File: src/rtl/pwm_pkg.sv
package pwm_pkg;
  localparam int unsigned PWM_W_DEFAULT = 8;

  typedef struct packed {
    logic set;
    logic clr;
  } sr_ctl_t;
endpackage

File: src/rtl/pwm_phase_counter.sv
module pwm_phase_counter #(
  parameter int unsigned W = 8
) (
  input  logic         clk_i,
  input  logic         rst_i,
  output logic [W-1:0] cnt_o,
  output logic         last_o
);
  localparam logic [W-1:0] TOP = {W{1'b1}};

  logic [W-1:0] cnt_q;

  always_ff @(posedge clk_i) begin
    if (rst_i) cnt_q <= '0;
    else       cnt_q <= cnt_q + 1'b1;
  end

  assign cnt_o  = cnt_q;
  assign last_o = (cnt_q == TOP);
endmodule

File: src/rtl/pwm_duty_shadow.sv
module pwm_duty_shadow #(
  parameter int unsigned W = 8
) (
  input  logic         clk_i,
  input  logic         rst_i,
  input  logic         load_i,
  input  logic [W-1:0] d_i,
  output logic [W-1:0] q_o
);
  logic [W-1:0] q_q;

  always_ff @(posedge clk_i) begin
    if (rst_i)       q_q <= '0;
    else if (load_i) q_q <= d_i;
  end

  assign q_o = q_q;
endmodule

File: src/rtl/pwm_sr_flag.sv
module pwm_sr_flag
  import pwm_pkg::*;
(
  input  logic    clk_i,
  input  logic    rst_i,
  input  sr_ctl_t ctl_i,
  output logic    q_o
);
  logic q_q;

  // clear has priority over set
  always_ff @(posedge clk_i) begin
    if (rst_i)          q_q <= 1'b0;
    else if (ctl_i.clr) q_q <= 1'b0;
    else if (ctl_i.set) q_q <= 1'b1;
  end

  assign q_o = q_q;
endmodule

File: src/rtl/pwm_match_latch.sv
module pwm_match_latch
  import pwm_pkg::*;
#(
  parameter int unsigned W = PWM_W_DEFAULT
) (
  input  logic         clk_i,
  input  logic         rst_i,
  input  logic [W-1:0] duty_i,
  output logic         pwm_o,
  output logic         wrap_o
);
  logic [W-1:0] cnt_q;
  logic [W-1:0] duty_q;
  logic         last;
  sr_ctl_t      ctl;

  pwm_phase_counter #(.W(W)) u_cnt (
    .clk_i  (clk_i),
    .rst_i  (rst_i),
    .cnt_o  (cnt_q),
    .last_o (last)
  );

  pwm_duty_shadow #(.W(W)) u_shadow (
    .clk_i  (clk_i),
    .rst_i  (rst_i),
    .load_i (last),
    .d_i    (duty_i),
    .q_o    (duty_q)
  );

  always_comb begin
    ctl.set = (cnt_q == duty_q);
    ctl.clr = last;
  end

  pwm_sr_flag u_flag (
    .clk_i (clk_i),
    .rst_i (rst_i),
    .ctl_i (ctl),
    .q_o   (pwm_o)
  );

  assign wrap_o = last;
endmodule

File: config.mk
export PLATFORM = sky130hd
export DESIGN_NAME = pwm_match_latch
export DESIGN_NICKNAME = d
export VERILOG_FILES = /design/src/rtl/pwm_pkg.sv /design/src/rtl/pwm_phase_counter.sv /design/src/rtl/pwm_duty_shadow.sv /design/src/rtl/pwm_sr_flag.sv /design/src/rtl/pwm_match_latch.sv
export SDC_FILE = /design/constraint.sdc
export NUM_CORES = 1
export LEC_CHECK = 0
export ABC_CLOCK_PERIOD_IN_PS = 4500
export BUFFER_PORTS_ARGS = -buffer_cell sky130_fd_sc_hd__buf_2
export CORE_MARGIN = 2
export CORE_UTILIZATION = 55
export CTS_CLUSTER_DIAMETER = 120
export DETAILED_ROUTE_END_ITERATION = 10
export HOLD_SLACK_MARGIN = 0.12
export PLACE_DENSITY = 0.8
export SETUP_SLACK_MARGIN = 0.3
export SKIP_LAST_GASP = 1
export SLEW_MARGIN = 0
export SYNTH_ARGS = -nofsm -noshare
export SYNTH_HDL_FRONTEND = slang
export SYNTH_SLANG_ARGS = --single-unit
export TNS_END_PERCENT = 50
File: constraint.sdc
create_clock -name clk_i -period 4.5 [get_ports clk_i]
set_clock_uncertainty 0.15 [all_clocks]
set_input_delay 1.35 -clock clk_i [delete_from_list [all_inputs] [get_ports clk_i]]
set_output_delay 1.35 -clock clk_i [all_outputs]
set_load 0.05 [all_outputs]
==> run metrics, run 1 <==
worst r2r dst u_cnt.cnt_o[7]; maxcap violations 0; relative slew slack 77.9%; CTS hold repair buffers 0; Final TNS setup 0 ns; CP Launch Type flip-flop; Hold Path Class reg2reg; kind of critical path reg2out; Seq cells post-synth 17; Place WS roughly 1.7 ns; post-route cell area between 800 and 900 um^2; met3 usage about 3.3%; Synth Area in Compound Gates approximately 14%; Worst Max-Slew Pin Slew roughly 0.33 ns; Syn Area/Cell slightly above 9 um^2; maximum VDD drop 0.213 mV; ANT cells 0; layout net count roughly 110; deepest clock path buffer count 2; Post-Syn Area 754 um^2; worst-case reg-to-reg path depth 3; standard-cell row count 13; critical register-to-register path startpoint u_cnt.cnt_o[3]; Layout area overhead 9.29%; count of pins over their slew limit 0; drt wl/cell 12.7 um; Cells after Synth a little over 80; Antenna Nets Post-Route 0; CP endpoint kind output port; dpl hpwl about 1.0 mm; CTS buffer count 3; die width 41.0 um; fill cell count 109; core footprint 1280 um^2; mux cell area share after synthesis 0%; Simple-Gate Fraction of Synth Area 21.4%; placed cell area about 800 um^2; DR vias slightly below 600; final setup fails 0; crit-path max FO 10; Global Route met2 Usage approximately a third; register area share after synthesis 45.1%; leakage power between 0.3 and 0.4 nW; GRT overflow 0; Final Power 0.255 mW; worst skew pair latency 0.28 ns; Multi-input gate area between 300 and 400 um^2; Synth warnings 0; Period Utilization, post-route ~70%; worst reg2reg setup slack 2.93 ns; drt first pass iters 4; # IOs 12; Synth Net Count between 90 and 100; Reg clk slew, reported paths 0.09 ns; CTS tree built; xor/xnor share of the synthesized area between 10% and 20%; Sequential Area around 340 um^2; min Tclk post-route roughly 3.1 ns; GRT Total Usage 20.2%; Worst Path Arrival about 1.6 ns; final hold violation count 0; CP required 3.00 ns; Hold Path End u_shadow.q_o[1]; synthesized-area fraction occupied by adder cells approximately 1.7%; initial antenna violation count 0; GRT met1 Usage 25.8%; DR iter-0 viols 5; htree depth 1; final wirelength around 1.4 mm; RePlAce Congestion roughly 0.8; synth unique cells 19; Power Dens Cells a little over 300 nW/um^2; drt via density between 5 and 6; CTS root buf clkbuf_4; IO Port Bufs 11; HP Start u_shadow.q_o[1]; Remaining DRCs 0; Resized cells post-CTS 0; worst hold path depth 2; setup repair after global routing missed its margin no; vias in the first global route between 500 and 600; Initial Utilization approximately three fifths; grt peak-use layer met2; clock sinks 17; pin count of the biggest net entering global routing 18; cell count after placement about 100; fin cells about 110; share of cells above drive strength 1 between 15 and 20%; global-route wire length before repair ~2.2 mm; main combinational cell family by area after synthesis simple AND/OR/NAND/NOR gates; Die Ht ~40 um; Die Area 1680 um^2; final worst setup slack about 1.4 ns; outcome completed; Fmax approximately 320 MHz; Post CTS Setup Buffer Count 0
-- sequential cells by signal, indices dropped and copies added, names as in the netlist --
name and count:
u_flag.q_o 1, u_cnt.cnt_o 8, u_shadow.q_o 8
-- power breakdown --
group	switching (mW)	internal (mW)	leakage [nW]
sequential	0.00372	0.154	0.138
clock	0.0441	0.0343	0.0150
combinational	0.0112	0.00808	0.224
total	0.0591	0.196	0.377
-- cell type report --
| class | count | area share (%) |
|---|---|---|
| Multi-Input combinational cell | 61 | 46.6 |
| Sequential cell | 17 | 41.3 |
| Timing Repair Buffer | 11 | 6.68 |
| Clock buffer | 4 | 3.19 |
| Tap cell | 15 | 2.28 |
-- cells by family (layout without fill, tap and decap cells) --
kind of cell | Yosys count | in the layout
flops | 17 | 17
xor+xnor | 12 | 12
compound gates | 21 | 21
simple gates | 27 | 27
fa+ha+maj | 1 | 1
buf+inv | 4 | 15
-- worst max path at each step --
stage | startpoint | end | slack (ns) | cells past startpoint
finish | u_cnt.cnt_o[0] | wrap_o | 1.37 | 4
global route | u_cnt.cnt_o[0] | wrap_o | 1.25 | 4
CTS | u_cnt.cnt_o[0] | wrap_o | 1.36 | 4
detailed placement | u_cnt.cnt_o[0] | wrap_o | 1.67 | 4
global placement | u_cnt.cnt_o[0] | wrap_o | 1.74 | 4
floorplan | u_cnt.cnt_o[0] | wrap_o | 1.97 | 3
-- layout by cell type (no fill, tap or decap), drive strengths merged --
| cell type | count |
|---|---|
| nor2b | 1 |
| clkbuf | 4 |
| nor3 | 1 |
| a21oi | 11 |
| nand4 | 1 |
| nor2 | 6 |
| xor2 | 11 |
| or3 | 2 |
| and3 | 1 |
| o21ai | 10 |
| nand2 | 9 |
| ha | 1 |
| xnor2 | 1 |
| nor4 | 2 |
| dfxtp | 17 |
| buf | 11 |
| nand3 | 4 |
-- layer usage --
metal	vias to the layer above	part of all wire, %
met1	275	43
li1	302	-
met3	2	4.6
met5	-	0
met4	0	1.2
met2	15	51
-- per-stage QoR --
step	hold WS (ns)	utilization, %
4_1_cts	0.354	64.2
5_1_grt	0.386	64.2
3_3_place_gp	0.304	62.1
2_1_floorplan	0.290	-
6_report	0.361	64.2
3_5_place_dp	0.340	62.1
-- critical path, cell delays in order (launching register included) --
cell and delay (ns):
dfxtp_1 0.41, ha_1 0.30, nand3_4 0.17, nor2_8 0.18, buf_2 0.29
-- synth_stat cells, drive strengths merged --
master	instances	area [um^2]
dfxtp	17	340
a21oi	11	55.1
xor2	11	96.3
o21ai	10	50.1
nand2	9	33.8
nor2	6	38.8
nand3	4	32.5
buf	2	22.5
clkbuf	2	7.51
nor4	2	12.5
or3	2	12.5
and3	1	7.51
ha	1	12.5
nand4	1	12.5
nor2b	1	6.26
nor3	1	5.00
xnor2	1	8.76
Note: power is estimated with default switching activity, not from simulation.
==> run 2: changes to the inputs <==
--- a/config.mk
+++ b/config.mk
@@ -5,14 +5,15 @@
 export SDC_FILE = /design/constraint.sdc
 export NUM_CORES = 1
 export LEC_CHECK = 0
-export ABC_CLOCK_PERIOD_IN_PS = 4500
+export ABC_AREA = 1
+export ABC_CLOCK_PERIOD_IN_PS = 2600
 export BUFFER_PORTS_ARGS = -buffer_cell sky130_fd_sc_hd__buf_2
 export CORE_MARGIN = 2
-export CORE_UTILIZATION = 55
+export CORE_UTILIZATION = 47
 export CTS_CLUSTER_DIAMETER = 120
 export DETAILED_ROUTE_END_ITERATION = 10
 export HOLD_SLACK_MARGIN = 0.12
-export PLACE_DENSITY = 0.8
+export PLACE_DENSITY = 0.73
 export SETUP_SLACK_MARGIN = 0.3
 export SKIP_LAST_GASP = 1
 export SLEW_MARGIN = 0
==> constraint.sdc (replaced) <==
create_clock -name clk_i -period 2.6 [get_ports clk_i]
set_clock_uncertainty 0.15 [all_clocks]
set_input_delay 0.78 -clock clk_i [delete_from_list [all_inputs] [get_ports clk_i]]
set_output_delay 0.78 -clock clk_i [all_outputs]
set_load 0.05 [all_outputs]
==> run 2 against run 1 <==
Non-clock buffer count is 7 higher. Die area increased by 17%. Clock power up 78%. Cell area increased by 14%. Utilization down 2.3 points. Cell count increased by 31%. Register-to-register slack got worse by 1.9 ns. Critical path depth is 2 higher. Sequential power grew 73%. Wire length up 13%. Global-route usage shrank 1.1 points. Combinational power up 150%. Highest routed layer unchanged.
==> run metrics, run 2 <==
Reg clk slew, reported paths 0.09 ns (about the same); CP Launch Type flip-flop (unchanged); drt wl/cell 10.9 um (was 12.7 um); outcome completed (unchanged); DR vias 689 (was 594); register area share after synthesis 44.4% (was 45.1%); standard-cell row count 14 (was 13); Fmax roughly 450 MHz; most frequent cells in the layout nor2_1, nand2_1, dfxtp_1, inv_1, buf_2 (was dfxtp_1, xor2_1, a21oi_1, buf_2, o21ai_0); DR iter-0 viols 7 (was 5); count of pins over their slew limit 0 (unchanged); htree depth 1 (unchanged); dpl hpwl 1.05 mm (was 1.04 mm); pin count of the biggest net entering global routing 15 (was 18); global-route wire length before repair 2.75 mm (was 2.20 mm); Syn Area/Cell 7.29 um^2 (was 9.20 um^2); CTS hold repair buffers 0 (unchanged); final wirelength 1.55 mm (was 1.37 mm); maximum VDD drop 0.343 mV (was 0.213 mV); # IOs 12 (unchanged); Seq cells post-synth 17 (unchanged); HP Start u_flag.q_o (was u_shadow.q_o[1]); initial antenna violation count 0 (unchanged); CP endpoint kind output port (unchanged); asr flop ratio synth 0% (unchanged); setup repair after global routing missed its margin no (unchanged); IO Port Bufs 11 (unchanged); CP required 1.67 ns (was 3.00 ns); Post-Syn Area 766 um^2 (was 754 um^2); final worst setup slack 0.353 ns (was 1.37 ns); Final Util 61.8% (was 64.2%); Worst Max-Slew Pin Slew 0.346 ns (was 0.330 ns); GRT overflow 0 (unchanged); Synth warnings 0 (unchanged); final hold violation count 0 (unchanged); share of cells above drive strength 1 24.6% (was 19.4%); Period Utilization, post-route 86.4%; drt via density 4.85 (was 5.50); layout net count 138 (was 105); min Tclk post-route between 2 and 2.5 ns; clock sinks 17 (unchanged); Final TNS setup 0 ns (unchanged); drt first pass iters 3 (was 4); Final Power 0.459 mW (was 0.255 mW); post-synth top area cell dfxtp_1 (unchanged); Die Area 1970 um^2 (was 1680 um^2); die width 44.4 um (was 41.0 um); kind of critical path reg2out (unchanged); Synth top cells by count nor2_1, nand2_1, dfxtp_1, inv_1, o21ai_0 (was dfxtp_1, a21oi_1, xor2_1, o21ai_0, nand2_1); worst skew pair latency 0.29 ns (was 0.28 ns); CTS root buf clkbuf_4 (unchanged); CTS tree built (unchanged); core footprint 1520 um^2 (was 1280 um^2); worst hold slack 0.307 ns (was 0.361 ns); ANT cells 0 (unchanged); critical register-to-register path startpoint u_cnt.cnt_o[1] (was u_cnt.cnt_o[3]); Remaining DRCs 0 (unchanged); Worst Setup SP u_cnt.cnt_o[1] (was u_cnt.cnt_o[0]); vias in the first global route 651 (was 525); number of synthesized flops with an enable pin 0 (unchanged); most frequent cell after synthesis nor2_1 (was dfxtp_1); Synth Net Count 116 (was 93); Layout area overhead 23.0% (was 9.29%); Worst Path Arrival 1.32 ns (was 1.63 ns); Power Dens Cells 488 nW/um^2 (was 310 nW/um^2); Die Ht 44.4 um (was 41.0 um); crit-path max FO 3 (was 10); Hold Path Class reg2reg (unchanged); Place WS 0.364 ns (was 1.67 ns); leakage power 0.468 nW (was 0.377 nW); maxcap violations 0 (unchanged); deepest clock path buffer count 2 (unchanged); Top FF cell, synth dfxtp_1 (unchanged); synth unique cells 18 (was 19); relative slew slack 76.9% (was 77.9%); top-area cell type share of the netlist area 44.4% (was 45.1%); CTS buffer count 3 (unchanged); Area contributors post-synth dfxtp_1, nor2_1, nand2_1 (was dfxtp_1, xor2_1, a21oi_1); RePlAce Congestion 0.780 (was 0.783); Initial Utilization 50.2% (was 58.7%); final setup fails 0 (unchanged); GRT Total Usage 19.1% (was 20.2%); commonest non-fill, non-tap cell in the layout nor2_1 (was dfxtp_1); Cells after Synth 105 (was 82); Antenna Nets Post-Route 0 (unchanged)
run 2: cell families after synthesis:
| family | Yosys count | synth area share [%] |
|---|---|---|
| AND/OR/NAND/NOR | 50 | 29.1 |
| buffers and inverters | 15 | 7.84 |
| AO/OA/AOI/OAI | 17 | 11.3 |
| adder cells (fa/ha/maj) | 1 | 1.63 |
| flip-flops | 17 | 44.4 |
| XOR/XNOR | 5 | 5.72 |
run 2: final timing paths:
kind	depth (start not counted)	to	slack, ns
setup / recovery	6	wrap_o	0.35
hold / removal	2	u_flag.q_o	0.31
setup reg to reg	10	u_shadow.q_o[3]	0.99
hold reg to reg	2	u_flag.q_o	0.31
run 2: metal layers:
| metal | part of all wire (%) | track usage [%] |
|---|---|---|
| met2 | 47 | 30.6 |
| met3 | 1.9 | 2.45 |
| met1 | 49 | 25.5 |
| met5 | 0 | 0 |
| met4 | 2.1 | 9.09 |
run 2: cell type report:
| cell class | count | area, um^2 |
|---|---|---|
| clock buffers | 4 | 26.3 |
| fillers | 147 | 582 |
| inverters | 14 | 55.1 |
| multi-input cells | 73 | 380 |
| flip-flops and latches | 17 | 343 |
| well taps | 16 | 20.0 |
| repair buffers | 18 | 118 |
run 2: worst max-delay path: stages (launching register included):
cell     delay, ns
dfxtp_2       0.36
ha_4          0.14
nand2_2       0.06
inv_2         0.09
nand3_4       0.10
nor2_8        0.12
buf_8         0.15
run 2: metrics by stage:
step	instance area, um^2	cells
2_1_floorplan	766	105
3_3_place_gp	836	131
3_5_place_dp	836	131
4_1_cts	897	138
5_1_grt	942	142
6_report	942	142
run 2: power by group:
part,internal (mW),switching [mW]
clock,0.0597,0.0803
combinational,0.0221,0.0254
sequential,0.267,0.00533
total,0.348,0.111
run 2: timing repair:
| item | in CTS | in global routing |
|---|---|---|
| setup buffers | 3 | 4 |
| resized for setup | 5 | 3 |
| setup endpoints to repair | 1 | 1 |
| pin swaps | 1 | 3 |
